==> src/rtl/vc_arb_pkg.sv <==
package vc_arb_pkg;
  localparam int unsigned DEF_NUM_VC    = 8;
  localparam int unsigned DEF_BUF_DEPTH = 3;

  typedef enum logic [1:0] {
    CR_HOLD = 2'd0,
    CR_DEC  = 2'd1,
    CR_INC  = 2'd2
  } cr_op_e;
endpackage

==> src/rtl/vc_rst_sync.sv <==
module vc_rst_sync (
  input  logic clk,
  input  logic rst_n,
  output logic rst_sync_n
);
  logic [1:0] stage_q;

  always_ff @(posedge clk or negedge rst_n) begin
    if (!rst_n) begin
      stage_q <= 2'b00;
    end else begin
      stage_q <= {stage_q[0], 1'b1};
    end
  end

  assign rst_sync_n = stage_q[1];
endmodule

==> src/rtl/vc_credit_ctr.sv <==
module vc_credit_ctr
  import vc_arb_pkg::*;
#(
  parameter int unsigned DEPTH = DEF_BUF_DEPTH,
  parameter int unsigned CW    = $clog2(DEPTH + 1)
) (
  input  logic          clk,
  input  logic          rst_n,
  input  logic          take_i,
  input  logic          ret_i,
  output logic          avail_o,
  output logic [CW-1:0] count_o
);
  localparam logic [CW-1:0] FULL = CW'(DEPTH);

  logic [CW-1:0] cnt_q;
  logic [CW-1:0] cnt_d;
  logic          cnt_en;
  cr_op_e        op;

  always_comb begin
    op = CR_HOLD;
    if (take_i && !ret_i && (cnt_q != '0)) begin
      op = CR_DEC;
    end else if (ret_i && !take_i && (cnt_q != FULL)) begin
      op = CR_INC;
    end
  end

  always_comb begin
    cnt_en = 1'b0;
    cnt_d  = cnt_q;
    case (op)
      CR_DEC: begin
        cnt_en = 1'b1;
        cnt_d  = cnt_q - 1'b1;
      end
      CR_INC: begin
        cnt_en = 1'b1;
        cnt_d  = cnt_q + 1'b1;
      end
      default: begin
        cnt_en = 1'b0;
        cnt_d  = cnt_q;
      end
    endcase
  end

  always_ff @(posedge clk or negedge rst_n) begin
    if (!rst_n) begin
      cnt_q <= FULL;
    end else if (cnt_en) begin
      cnt_q <= cnt_d;
    end
  end

  assign avail_o = (cnt_q != '0);
  assign count_o = cnt_q;
endmodule

==> src/rtl/vc_prio_pick.sv <==
module vc_prio_pick #(
  parameter int unsigned N  = 8,
  parameter int unsigned IW = $clog2(N)
) (
  input  logic [N-1:0]  elig_i,
  output logic [N-1:0]  gnt_o,
  output logic [IW-1:0] idx_o,
  output logic          valid_o
);
  logic [IW-1:0] idx;
  logic          found;

  always_comb begin
    idx   = '0;
    found = 1'b0;
    for (int i = 0; i < int'(N); i++) begin
      if (elig_i[i]) begin
        idx   = IW'(i);
        found = 1'b1;
      end
    end
  end

  assign gnt_o   = found ? (N'(1) << idx) : '0;
  assign idx_o   = idx;
  assign valid_o = found;
endmodule

==> src/rtl/vc_out_arbiter.sv <==
module vc_out_arbiter
  import vc_arb_pkg::*;
#(
  parameter int unsigned NUM_VC    = DEF_NUM_VC,
  parameter int unsigned BUF_DEPTH = DEF_BUF_DEPTH,
  parameter int unsigned IW        = $clog2(NUM_VC)
) (
  input  logic              clk,
  input  logic              rst_n,
  input  logic [NUM_VC-1:0] req_i,
  input  logic [NUM_VC-1:0] credit_ret_i,
  output logic [NUM_VC-1:0] grant_o,
  output logic              link_valid_o,
  output logic [IW-1:0]     grant_vc_o
);
  localparam int unsigned CW = $clog2(BUF_DEPTH + 1);

  logic                 rst_sync_n;
  logic [NUM_VC-1:0]    avail;
  logic [NUM_VC-1:0]    elig;
  logic [NUM_VC-1:0]    gnt;
  logic [NUM_VC*CW-1:0] cred_flat;

  vc_rst_sync u_rst_sync (
    .clk        (clk),
    .rst_n      (rst_n),
    .rst_sync_n (rst_sync_n)
  );

  for (genvar v = 0; v < int'(NUM_VC); v++) begin : g_vc
    vc_credit_ctr #(
      .DEPTH (BUF_DEPTH),
      .CW    (CW)
    ) u_ctr (
      .clk     (clk),
      .rst_n   (rst_sync_n),
      .take_i  (gnt[v]),
      .ret_i   (credit_ret_i[v]),
      .avail_o (avail[v]),
      .count_o (cred_flat[v*CW +: CW])
    );
  end

  assign elig = req_i & avail;

  vc_prio_pick #(
    .N  (NUM_VC),
    .IW (IW)
  ) u_pick (
    .elig_i  (elig),
    .gnt_o   (gnt),
    .idx_o   (grant_vc_o),
    .valid_o (link_valid_o)
  );

  assign grant_o = gnt;
endmodule

==> config.mk <==
export PLATFORM = sky130hd
export DESIGN_NAME = vc_out_arbiter
export DESIGN_NICKNAME = d
export VERILOG_FILES = /design/src/rtl/vc_arb_pkg.sv /design/src/rtl/vc_rst_sync.sv /design/src/rtl/vc_credit_ctr.sv /design/src/rtl/vc_prio_pick.sv /design/src/rtl/vc_out_arbiter.sv
export SDC_FILE = /design/constraint.sdc
export NUM_CORES = 1
export LEC_CHECK = 0
export BUFFER_PORTS_ARGS = -buffer_cell sky130_fd_sc_hd__buf_4
export CAP_MARGIN = 20
export CORE_MARGIN = 10
export CORE_UTILIZATION = 37
export CTS_CLUSTER_DIAMETER = 50
export DETAILED_ROUTE_END_ITERATION = 10
export PLACE_DENSITY = 0.72
export RECOVER_POWER = 50
export SKIP_LAST_GASP = 1
export SLEW_MARGIN = 40
export SYNTH_ARGS = -nofsm -noshare
export SYNTH_HDL_FRONTEND = slang
export SYNTH_HIERARCHICAL = 1
export SYNTH_SLANG_ARGS = --single-unit
==> constraint.sdc <==
create_clock -name clk -period 1.8 [get_ports clk]
set_clock_uncertainty 0.15 [all_clocks]
set_input_delay 0.09 -clock clk [delete_from_list [all_inputs] [get_ports clk]]
set_output_delay 0.09 -clock clk [all_outputs]
set_load 0.1 [all_outputs]
Word-level counts from Yosys, hierarchy flattened
Index checks and enable logic that the tools add are counted. Widths: inputs -> output; s select.

Add/sub/neg operators: 16. Eq/ne operators: 24. Shifts and indexed selects: 1. Muxes and demuxes: 48. Bitwise operators: 1. Reductions and logical operators: 80.

Operators by type and width (count): $mux 2 (18); $logic_and 1x1->1 (32); $pmux 2 s2 (8); $reduce_bool 2->1 (16); $mux 1 (17); $add 2x1->2 const B (8); $eq 2x1->1 const B (8); $eq 2x2->1 const B (8); $logic_not 1->1 (16); $ne 2x2->1 const B (8); $reduce_and 2->1 (8); $reduce_or 2->1 (8); $sub 2x1->2 const B (8); $mux 3 (4); $and 8x8->8 (1); $mux 8 (1); $shl 1x3->8 const A (1).

Register bits after elaboration: 18. Output and inout bits: 12. Word-level logic and storage cells: 179.

Longest topological paths before layout
Gate-level depths: netlist (run 1).

Depth in word-level cells: 20. Mapped depth: 8.

Modules after synthesis
Netlist (run 1), hierarchy kept.

By module, submodules not included: vc_credit_ctr (times used 8, cells an instance 13, area each 113.9 µm²); vc_prio_pick (times used 1, cells an instance 20, area each 126.4 µm²); vc_rst_sync (times used 1, cells an instance 3, area each 53.8 µm²); vc_out_arbiter (times used 1, cells an instance 8, area each 50.0 µm²).

Worst setup path before layout (run 1)
Ideal clock, no wire load.

Kind: reg2reg. From: reg g_vc[5].u_ctr.cnt_q[0]. To: reg g_vc[4].u_ctr.cnt_q[0]. Data arrival time: 4.870 ns. Required time: 1.577 ns. Path slack: -3.293 ns. Stages on the path, launching flop included: 7. Path buffers: 0. Cells stage by stage: dfstp_2 or2_2 and2_1 nor4b_1 and3b_1 nor3_1 a21oi_1.

Word-level cells in the longest chain between the ends: 16. Elaborated cells on any way between the ends: 24. Those cells by class: eq/ne (2); shift (1); mux (11); bitwise (1); reduce/logical (9).

RTL lines: start, declared (line vc_credit_ctr.sv:16) `logic [CW-1:0] cnt_q;`; start signal, assigned (line vc_credit_ctr.sv:53) `cnt_q <= cnt_d;`; $reduce_bool 2->1 * (line vc_credit_ctr.sv:57) `assign avail_o = (cnt_q != '0);`; via avail[5] (line vc_out_arbiter.sv:19) `logic [NUM_VC-1:0] avail;`; $and 8x8->8 * (line vc_out_arbiter.sv:44) `assign elig = req_i & avail;`; via elig[5] (line vc_out_arbiter.sv:20) `logic [NUM_VC-1:0] elig;`; $mux 3 (3 in a row) (line vc_prio_pick.sv:17) `if (elig_i[i]) begin`; $shl 1x3->8 (line vc_prio_pick.sv:24) `assign gnt_o = found ? (N'(1) << idx) : '0;`; $mux 8 * (line vc_prio_pick.sv:24); via grant_o[4] (line vc_out_arbiter.sv:12) `output logic [NUM_VC-1:0] grant_o,`; $logic_not 1->1 (line vc_credit_ctr.sv:25) `end else if (ret_i && !take_i && (cnt_q != FULL)) begin`; $logic_and 1x1->1 (2 in a row) (line vc_credit_ctr.sv:25); $mux 2 (line vc_credit_ctr.sv:25); $mux 2 * (line vc_credit_ctr.sv:23) `if (take_i && !ret_i && (cnt_q != '0)) begin`; $eq 2x1->1 or $eq 2x2->1 (tied branches) (line vc_credit_ctr.sv:33) `case (op)`; $reduce_or 2->1 (no line); $mux 1 (line vc_credit_ctr.sv:33); $reduce_and 2->1 (no line); end signal, assigned (line vc_credit_ctr.sv:53); end, declared (line vc_credit_ctr.sv:16).

The timed path passes the listed nets; every way through them passes the cells marked *. A chain may end at the register's enable or synchronous reset.

Final worst setup path (run 1)
From: reg g_vc[5].u_ctr.cnt_q[1]. To: out link_valid_o.

Word-level cells in the longest chain between the ends: 5.

RTL lines: $reduce_bool 2->1 (line vc_credit_ctr.sv:57); via avail[5] (line vc_out_arbiter.sv:19); $and 8x8->8 (line vc_out_arbiter.sv:44); via elig[5] (line vc_out_arbiter.sv:20); $mux 1 (3 in a row) (line vc_prio_pick.sv:17); end, declared (line vc_out_arbiter.sv:13) `output logic link_valid_o,`.

The timed path passes the listed nets, and every way through them passes these cells.

==> summary.txt, run 1 <==
STA
  – Worst path setup slack after routing: -0.4632 ns
  – Achievable Freq: around 440 MHz
  – Worst slew pin tran: approximately 0.66 ns
  – Final Hold Violating Endpoints: 0
  – Final number of max-transition violations: 0
  – Post-layout min period: roughly 2.3 ns
  – Period utilisation layout: 125.7%
  – Aggregate negative setup slack: -5.609 ns
  – Rel. slew slack: roughly 56%
  – Worst hold-check slack: about 0.0054 ns
  – Final count of negative-setup-slack endpoints: 24
  – Unrepaired setup endpoints after global routing: yes

Power
  – Total power draw: about 2 mW
  – Worst-case vdd ir drop: between 0.0007 and 0.0008 V
  – Leak: between 0.9 and 1 nW
  – Total power per unit cell area: around 900 mW/mm2

Clocking
  – Clock sink total: 18
  – Clock-pin slew on the worst setup and hold paths: 0.11 ns
  – Number of buffers between clock root and the deepest sink: 2
  – H-Tree Depth: 1
  – Clock tree from TritonCTS: built
  – Root Driver: sky130_fd_sc_hd__clkbuf_4
  – Clock latency of the later-clocked register in the worst-skew pair: 0.29 ns
  – Total clock buffers created by CTS: 3

Logic synthesis
  – Register bit total from synthesis: 18
  – Fraction of synthesized area in multiplexers: 0%
  – Sequential area share after synthesis: about 40%
  – Proportion of netlist area held by the largest area contributor: approximately 37%
  – Synth top area cells: sky130_fd_sc_hd__dfstp_2 37%, sky130_fd_sc_hd__nand2b_1 8.8%, sky130_fd_sc_hd__a21oi_1 7.9%
  – Area share of fa/ha/maj cells after synthesis: 0%
  – Synthesized net count: around 150
  – Mapped Area: about 0.0011 mm2
  – Async set-or-reset flop fraction in the synthesized netlist: 100.0%
  – Complex-gate fraction of the synthesized area: between 10% and 20%
  – Basic-gate share of the synthesized area counting and, or, nand and nor cells: between 40% and 50%
  – Top_reg_cell synth: sky130_fd_sc_hd__dfstp_2
  – Area share of xor/xnor cells in the synthesized design: 0%
  – Synthesized area per cell: around 8.5 um2
  – Combinational family with the most area after synthesis: simple AND/OR/NAND/NOR gates
  – Number of distinct library cell variants in the gate-level netlist after synthesis: 22
  – Cell type with the largest total area after synthesis: sky130_fd_sc_hd__dfstp_2
  – Post-synthesis cell count: 135
  – Number of enable-type register cells in the synthesized netlist: 0
  – Synthesis warning total: 6

Route
  – Final routed wire length divided by cell count: roughly 15 um
  – Average vias per placed instance: between 5 and 6
  – Starting DRT DRC Count: a little over 40
  – Total wirelength of the detailed-routed design: approximately 3600 um
  – Detailed-route via count: roughly 1,200
  – First-pass iteration count of the detailed router: 2
  – Number of nets with antenna violations after detailed routing: 0
  – DR DRC count: 0

Floorplanning
  – Area of the die: 0.005706 mm2
  – FP Rows: 20
  – Initial standard-cell utilization of the core: between 30% and 40%
  – Die extent in y: 75.54 um
  – Placeable Area: approximately 0.003 mm2
  – Number of top-level pins: 30
  – Horiz. Die Dim: around 76 um

Status
  – Violations in the final reports: negative setup slack
  – Run status: finished, violations left

Global route
  – Initial antenna violation count: 0
  – Largest net degree at the start of global routing: 17
  – Vias in the first global route: around 1,300
  – Total global routing overflow: 0
  – Overall track demand over capacity in global routing: a little over an eighth
  – Global-route wire length before repair: between 5000 and 6000 um

Final layout
  – Diodes inserted: 0
  – Non-filler cells in the finished layout: between 200 and 250
  – Leading cell types in the layout, fill and taps excluded: 38 x sky130_fd_sc_hd__buf_4, 16 x sky130_fd_sc_hd__dfstp_2, 15 x sky130_fd_sc_hd__nor2_1
  – Most common cell after layout, fill and taps aside: sky130_fd_sc_hd__buf_4
  – Nets@finish: between 200 and 250
  – Proportion of layout cells with a drive suffix above 1: 64.56%
  – Area growth from synthesis to layout: 89.91%
  – Post-route cell area: 0.002167 mm2

Worst setup path
  – Critical path data required time: approximately 1.6 ns
  – Maximum fanout encountered on the critical timing path: 3
  – CP max stage cell: sky130_fd_sc_hd__dfstp_2
  – Data arrival time of the worst path: 2.02 ns
  – Critical-path cell list: or2_4 > and2_4 > nor4_4 > nand2_2 > or3_4 > buf_12
  – Critical path launch point type: register
  – Endpoint class of the critical path: output pin
  – Setup CP Type: register to output pin
  – Biggest cell delay along the critical path: 0.39 ns

Place
  – Area after detailed placement: roughly 0.0017 mm2
  – Detailed-placement wirelength estimate: between 2000 and 2500 um
  – Quantity of I/O buffers inserted on ports: 29
  – Dpl cells: roughly 220
  – Placer's final routability congestion estimate: ~0.74

Run
  – Reported max-cap violation count: 0

Worst hold path
  – Min-Delay Path Class: input pin to register
## cell usage after synthesis (all sizes together), types with 3 or more instances
| master | n |
|---|---|
| a21oi | 18 |
| and2 | 10 |
| and3b | 8 |
| dfstp | 16 |
| inv | 3 |
| nand2b | 16 |
| nor2 | 19 |
| nor2b | 8 |
| nor3 | 9 |
| o21ai | 8 |
| or2 | 8 |
## layer usage
metal	up-vias	GRT usage (%)	routed length [um]
met5	-	0	0
met2	20	25.68	2056
met1	592	13.54	1358
li1	603	-	-
met3	2	3.776	160
met4	0	1.237	13
## layout make-up
type	count	area [um2]
flip-flops and latches	18	470.5
fillers	213	835.8
clock buffers	4	36.28
repair buffers	68	696.9
inverters	3	18.77
multi-input cells	113	903.4
well taps	33	41.29
## power breakdown
part / total, mW / leakage, nW / switching, mW / internal, mW
logic: 1.17 / 0.711 / 0.637 / 0.534
clock network: 0.256 / 0.0210 / 0.133 / 0.123
registers: 0.578 / 0.192 / 0.0486 / 0.530
## through the flow
| step | worst slack, ns | utilization [%] |
|---|---|---|
| 2_1_floorplan | -1.313 | - |
| 3_3_place_gp | -0.1932 | 55.67 |
| 3_5_place_dp | -0.2685 | 55.67 |
| 4_1_cts | -0.4635 | 69.50 |
| 6_report | -0.4632 | 72.17 |
| 5_1_grt | -0.5427 | 72.17 |
## worst paths after layout
check                                                          start                                    to  slack (ns)  depth (start not counted)
worst max-delay path            g_vc[5].u_ctr/count_o[1]$_DFFE_PN1P_                          link_valid_o       -0.46                          6
worst min-delay path                                 credit_ret_i[7]  g_vc[7].u_ctr/count_o[0]$_DFFE_PN1P_       0.005                          4
worst max register to register  g_vc[5].u_ctr/count_o[1]$_DFFE_PN1P_  g_vc[0].u_ctr/count_o[0]$_DFFE_PN1P_       -0.38                          9
worst min register to register       u_rst_sync/stage_q[0]$_DFF_PN0_       u_rst_sync/stage_q[1]$_DFF_PN0_        0.22                          0
max in group asynchronous                                      rst_n       u_rst_sync/stage_q[0]$_DFF_PN0_        0.89                          3
min in group asynchronous            u_rst_sync/stage_q[1]$_DFF_PN0_  g_vc[2].u_ctr/count_o[1]$_DFFE_PN1P_        0.49                          0
## state kept, by name (all words and copies together), names as in the netlist
signal and cells:
g_vc.u_ctr/count_o 16, u_rst_sync/stage_q 2
## critical path, delay by kind of cell (launching register included)
| kind | cells | cell delay (ns) |
|---|---|---|
| buffers and inverters | 1 | 0.17 |
| flip-flops | 1 | 0.39 |
| AND/OR/NAND/NOR | 5 | 1.16 |
## cell families after synthesis
family	after synthesis
buf+inv	4
flops	18
compound gates	28
other cells	1
simple gates	84
## repair_timing
item	in CTS	in global routing
hold buffers	8	0
resized for setup	55	27
cloned	0	0
endpoints found under the setup margin	24	25
setup buffers	11	1
pin swaps	17	22
endpoints found under the hold margin	8	0
Note: power is estimated with default switching activity, not from simulation.
==> run 2, diff against run 1 <==
--- a/config.mk
+++ b/config.mk
@@ -12,10 +12,10 @@
 export CTS_CLUSTER_DIAMETER = 50
 export DETAILED_ROUTE_END_ITERATION = 10
 export PLACE_DENSITY = 0.72
-export RECOVER_POWER = 50
 export SKIP_LAST_GASP = 1
 export SLEW_MARGIN = 40
 export SYNTH_ARGS = -nofsm -noshare
 export SYNTH_HDL_FRONTEND = slang
 export SYNTH_HIERARCHICAL = 1
 export SYNTH_SLANG_ARGS = --single-unit
+export TNS_END_PERCENT = 5
==> constraint.sdc (replaced) <==
create_clock -name clk -period 1.8 [get_ports clk]
set_clock_uncertainty 0.15 [all_clocks]
set_input_delay 0.09 -clock clk [delete_from_list [all_inputs] [get_ports clk]]
set_output_delay 0.09 -clock clk [all_outputs]
set_load 0.02 [all_outputs]
==> run 2 against run 1 <==
First-iteration DRC count fell by 49%. The run still ends with negative setup slack left. Global-route usage shrank 1.8 points. Critical path type unchanged. Hold slack got worse by 0.0013 ns. Utilization shrank 14 points. Largest power group unchanged. Die area unchanged. Largest cell class unchanged.
==> summary.txt, run 2 (synthesis gave the netlist of run 1 again) <==
Clocking
  – Clock sink total: 18 (unchanged)
  – Clock-pin slew on the worst setup and hold paths: 0.11 ns (about the same)
  – Number of buffers between clock root and the deepest sink: 2 (unchanged)
  – Total clock buffers created by CTS: 3 (unchanged)
  – Clock latency of the later-clocked register in the worst-skew pair: 0.29 ns (about the same)
  – Clock tree from TritonCTS: built (unchanged)
  – Root Driver: sky130_fd_sc_hd__clkbuf_4 (unchanged)
  – H-Tree Depth: 1 (unchanged)

STA
  – Aggregate negative setup slack: -6.253 ns (was -5.609 ns)
  – Unrepaired setup endpoints after global routing: yes (unchanged)
  – Final Hold Violating Endpoints: 0 (unchanged)
  – Achievable Freq: 432.5 MHz (was 441.9 MHz)
  – Final count of negative-setup-slack endpoints: 23 (was 24)
  – Worst path setup slack after routing: -0.5123 ns (was -0.4632 ns)
  – Post-layout min period: 2.312 ns (was 2.263 ns)
  – Final number of max-transition violations: 0 (unchanged)
  – Period utilisation layout: 128.5% (was 125.7%)
  – Rel. slew slack: 58.20% (was 56.13%)
  – Worst slew pin tran: 0.6270 ns (was 0.6580 ns)

Floorplanning
  – Initial standard-cell utilization of the core: 38.00% (unchanged)
  – Horiz. Die Dim: 75.54 um (unchanged)
  – Area of the die: 0.005706 mm2 (unchanged)
  – Placeable Area: 0.003003 mm2 (unchanged)
  – Number of top-level pins: 30 (unchanged)
  – FP Rows: 20 (unchanged)
  – Die extent in y: 75.54 um (unchanged)

Worst setup path
  – Maximum fanout encountered on the critical timing path: 4 (was 3)
  – CP max stage cell: sky130_fd_sc_hd__dfstp_2 (unchanged)
  – Register-to-register path setup slack: -0.38 ns (about the same)
  – Setup CP Type: register to output pin (unchanged)
  – Endpoint class of the critical path: output pin (unchanged)
  – Critical path launch point type: register (unchanged)
  – Capture point of the worst reg-to-reg path: g_vc[0].u_ctr/count_o[0]$_DFFE_PN1P_ (unchanged)
  – Worst flop-to-flop path startpoint: g_vc[7].u_ctr/count_o[0]$_DFFE_PN1P_ (was g_vc[5].u_ctr/count_o[1]$_DFFE_PN1P_)
  – FF-to-FF path depth: 9 (unchanged)
  – Biggest cell delay along the critical path: 0.38 ns (was 0.39 ns)
  – Critical-path cell list: or2_2 > and2_4 > nor4_4 > nand2_2 > or3_4 > buf_6 (was or2_4 > and2_4 > nor4_4 > nand2_2 > or3_4 > buf_12)
  – Critical path data required time: 1.56 ns (about the same)
  – Data arrival time of the worst path: 2.07 ns (was 2.02 ns)

Worst hold path
  – Start point of the worst min-delay path: credit_ret_i[3] (was credit_ret_i[7])
  – Min-Delay Path Class: input pin to register (unchanged)
  – Endpoint of the worst hold-timing path: g_vc[3].u_ctr/count_o[0]$_DFFE_PN1P_ (was g_vc[7].u_ctr/count_o[0]$_DFFE_PN1P_)
  – Number of cells on the worst hold path: 4 (unchanged)

Route
  – Number of nets with antenna violations after detailed routing: 0 (unchanged)
  – Total wirelength of the detailed-routed design: 2946 um (was 3589 um)
  – Starting DRT DRC Count: 21 (was 41)
  – Total length of routed met2 wires: 1659 um (was 2056 um)
  – Highest routing layer actually used: met4 (unchanged)
  – Final routed wire length divided by cell count: 12.64 um (was 15.02 um)
  – Average vias per placed instance: 4.970 (was 5.092)
  – Length of routed wiring on met1: 1101 um (was 1358 um)
  – DR DRC count: 0 (unchanged)
  – First-pass iteration count of the detailed router: 4 (was 2)
  – Detailed-route via count: 1,158 (was 1,217)
  – Total length of routed met3 wires: 176 um (was 160 um)

Power
  – Combinational fraction of design power: 43.1% (was 58.4%)
  – Internal portion of total power: 0.9818 mW (was 1.187 mW)
  – Part of the power in registers: 39.3% (was 28.8%)
  – Switching Fraction: 32.31% (was 40.82%)
  – Leak: 0.7801 nW (was 0.9234 nW)
  – Total power per unit cell area: 829.7 mW/mm2 (was 925.2 mW/mm2)
  – Switching component of the power: 0.4686 mW (was 0.8184 mW)
  – Clock network fraction of design power: 17.5% (was 12.8%)
  – Worst-case vdd ir drop: 0.0006858 V (was 0.0007478 V)

Final layout
  – Area growth from synthesis to layout: 53.18% (was 89.91%)
  – Utilization of the core after routing: 58.21% (was 72.17%)
  – Diodes inserted: 0 (unchanged)
  – Proportion of layout cells with a drive suffix above 1: 48.50% (was 64.56%)
  – Most common cell after layout, fill and taps aside: sky130_fd_sc_hd__buf_4 (unchanged)
  – Nets@finish: 219 (was 225)
  – Largest register FFs: 16 (unchanged)
  – Leading cell types in the layout, fill and taps excluded: 55 x sky130_fd_sc_hd__buf_4, 19 x sky130_fd_sc_hd__nor2_1, 18 x sky130_fd_sc_hd__a21oi_1 (was 38 x sky130_fd_sc_hd__buf_4, 16 x sky130_fd_sc_hd__dfstp_2, 15 x sky130_fd_sc_hd__nor2_1)

Place
  – Placer's final routability congestion estimate: 0.7263 (was 0.7366)
  – Detailed-placement wirelength estimate: 2396 um (was 2412 um)
  – Quantity of I/O buffers inserted on ports: 29 (unchanged)
  – Worst setup slack before clock tree synthesis: -0.3081 ns (was -0.2685 ns)

Global route
  – Vias in the first global route: 1,191 (was 1,283)
  – Overall track demand over capacity in global routing: 11.24% (was 13.01%)
  – Largest net degree at the start of global routing: 17 (unchanged)
  – Total global routing overflow: 0 (unchanged)
  – Initial antenna violation count: 0 (unchanged)
  – Global-route wire length before repair: 5023 um (was 5775 um)

Run
  – Reported max-cap violation count: 0 (unchanged)

Status
  – Run status: finished, violations left (unchanged)
  – Violations in the final reports: negative setup slack (unchanged)
==> run 2: area by class of cell <==
| cell class | count | area, um2 |
|---|---|---|
| clock buffer | 4 | 36.28 |
| sequential | 18 | 470.5 |
| tap | 33 | 41.29 |
| timing repair buffer | 62 | 484.2 |
| inverter | 3 | 11.26 |
| multi-input combinational | 113 | 704.4 |
| fill | 270 | 1255 |
==> run 2: how the worst max path moves through the flow <==
stage	cells after the start	from	to	slack, ns
floorplan	8	g_vc[4].u_ctr/count_o[0]$_DFFE_PN1P_	g_vc[0].u_ctr/count_o[0]$_DFFE_PN1P_	-0.33
global placement	8	g_vc[4].u_ctr/count_o[0]$_DFFE_PN1P_	g_vc[0].u_ctr/count_o[0]$_DFFE_PN1P_	-0.21
detailed placement	8	g_vc[4].u_ctr/count_o[0]$_DFFE_PN1P_	g_vc[0].u_ctr/count_o[0]$_DFFE_PN1P_	-0.31
CTS	7	g_vc[4].u_ctr/count_o[0]$_DFFE_PN1P_	grant_o[2]	-0.50
global route	6	g_vc[7].u_ctr/count_o[0]$_DFFE_PN1P_	link_valid_o	-0.60
finish	6	g_vc[7].u_ctr/count_o[0]$_DFFE_PN1P_	link_valid_o	-0.51
==> run 2: power groups by stage <==
stage	Sequential, mW	Clock [mW]	Combinational (mW)
2_1_floorplan	0.597	0	0.302
3_3_place_gp	0.573	0	0.586
3_5_place_dp	0.579	0	0.610
4_1_cts	0.573	0.267	0.625
5_1_grt	0.584	0.279	0.687
6_report	0.570	0.255	0.625
==> run 2: timing repair <==
action                                  in CTS  in global routing
endpoints found under the hold margin        6                  0
resized for setup                            1                  2
endpoints found under the setup margin      23                 25
pin swaps                                    1                  4
setup buffers                                1                  1
hold buffers                                 6                  0
==> run 2: worst max-delay path: cells and delay by family (launching register included) <==
family / cells / cell delay (ns)
buf+inv: 1 / 0.14
flops: 1 / 0.38
simple gates: 5 / 1.25
==> run 2: metal layers <==
metal	vias to the layer above	track usage (%)
li1	587	-
met1	551	11.39
met2	18	21.15
met3	2	2.865
met4	0	4.742
met5	-	0
==> run 2: metrics by stage <==
step | power [mW] | hold WS (ns) | instances | instance area [um2]
after global routing | 1.550 | 0.01727 | 233 | 1748
after global placement | 1.159 | -0.2780 | 221 | 1625
after CTS | 1.465 | 0.0001161 | 232 | 1732
final | 1.450 | 0.004130 | 233 | 1748
after floorplan | 0.8989 | -0.3556 | 135 | 1182
after detailed placement | 1.188 | -0.2772 | 221 | 1625
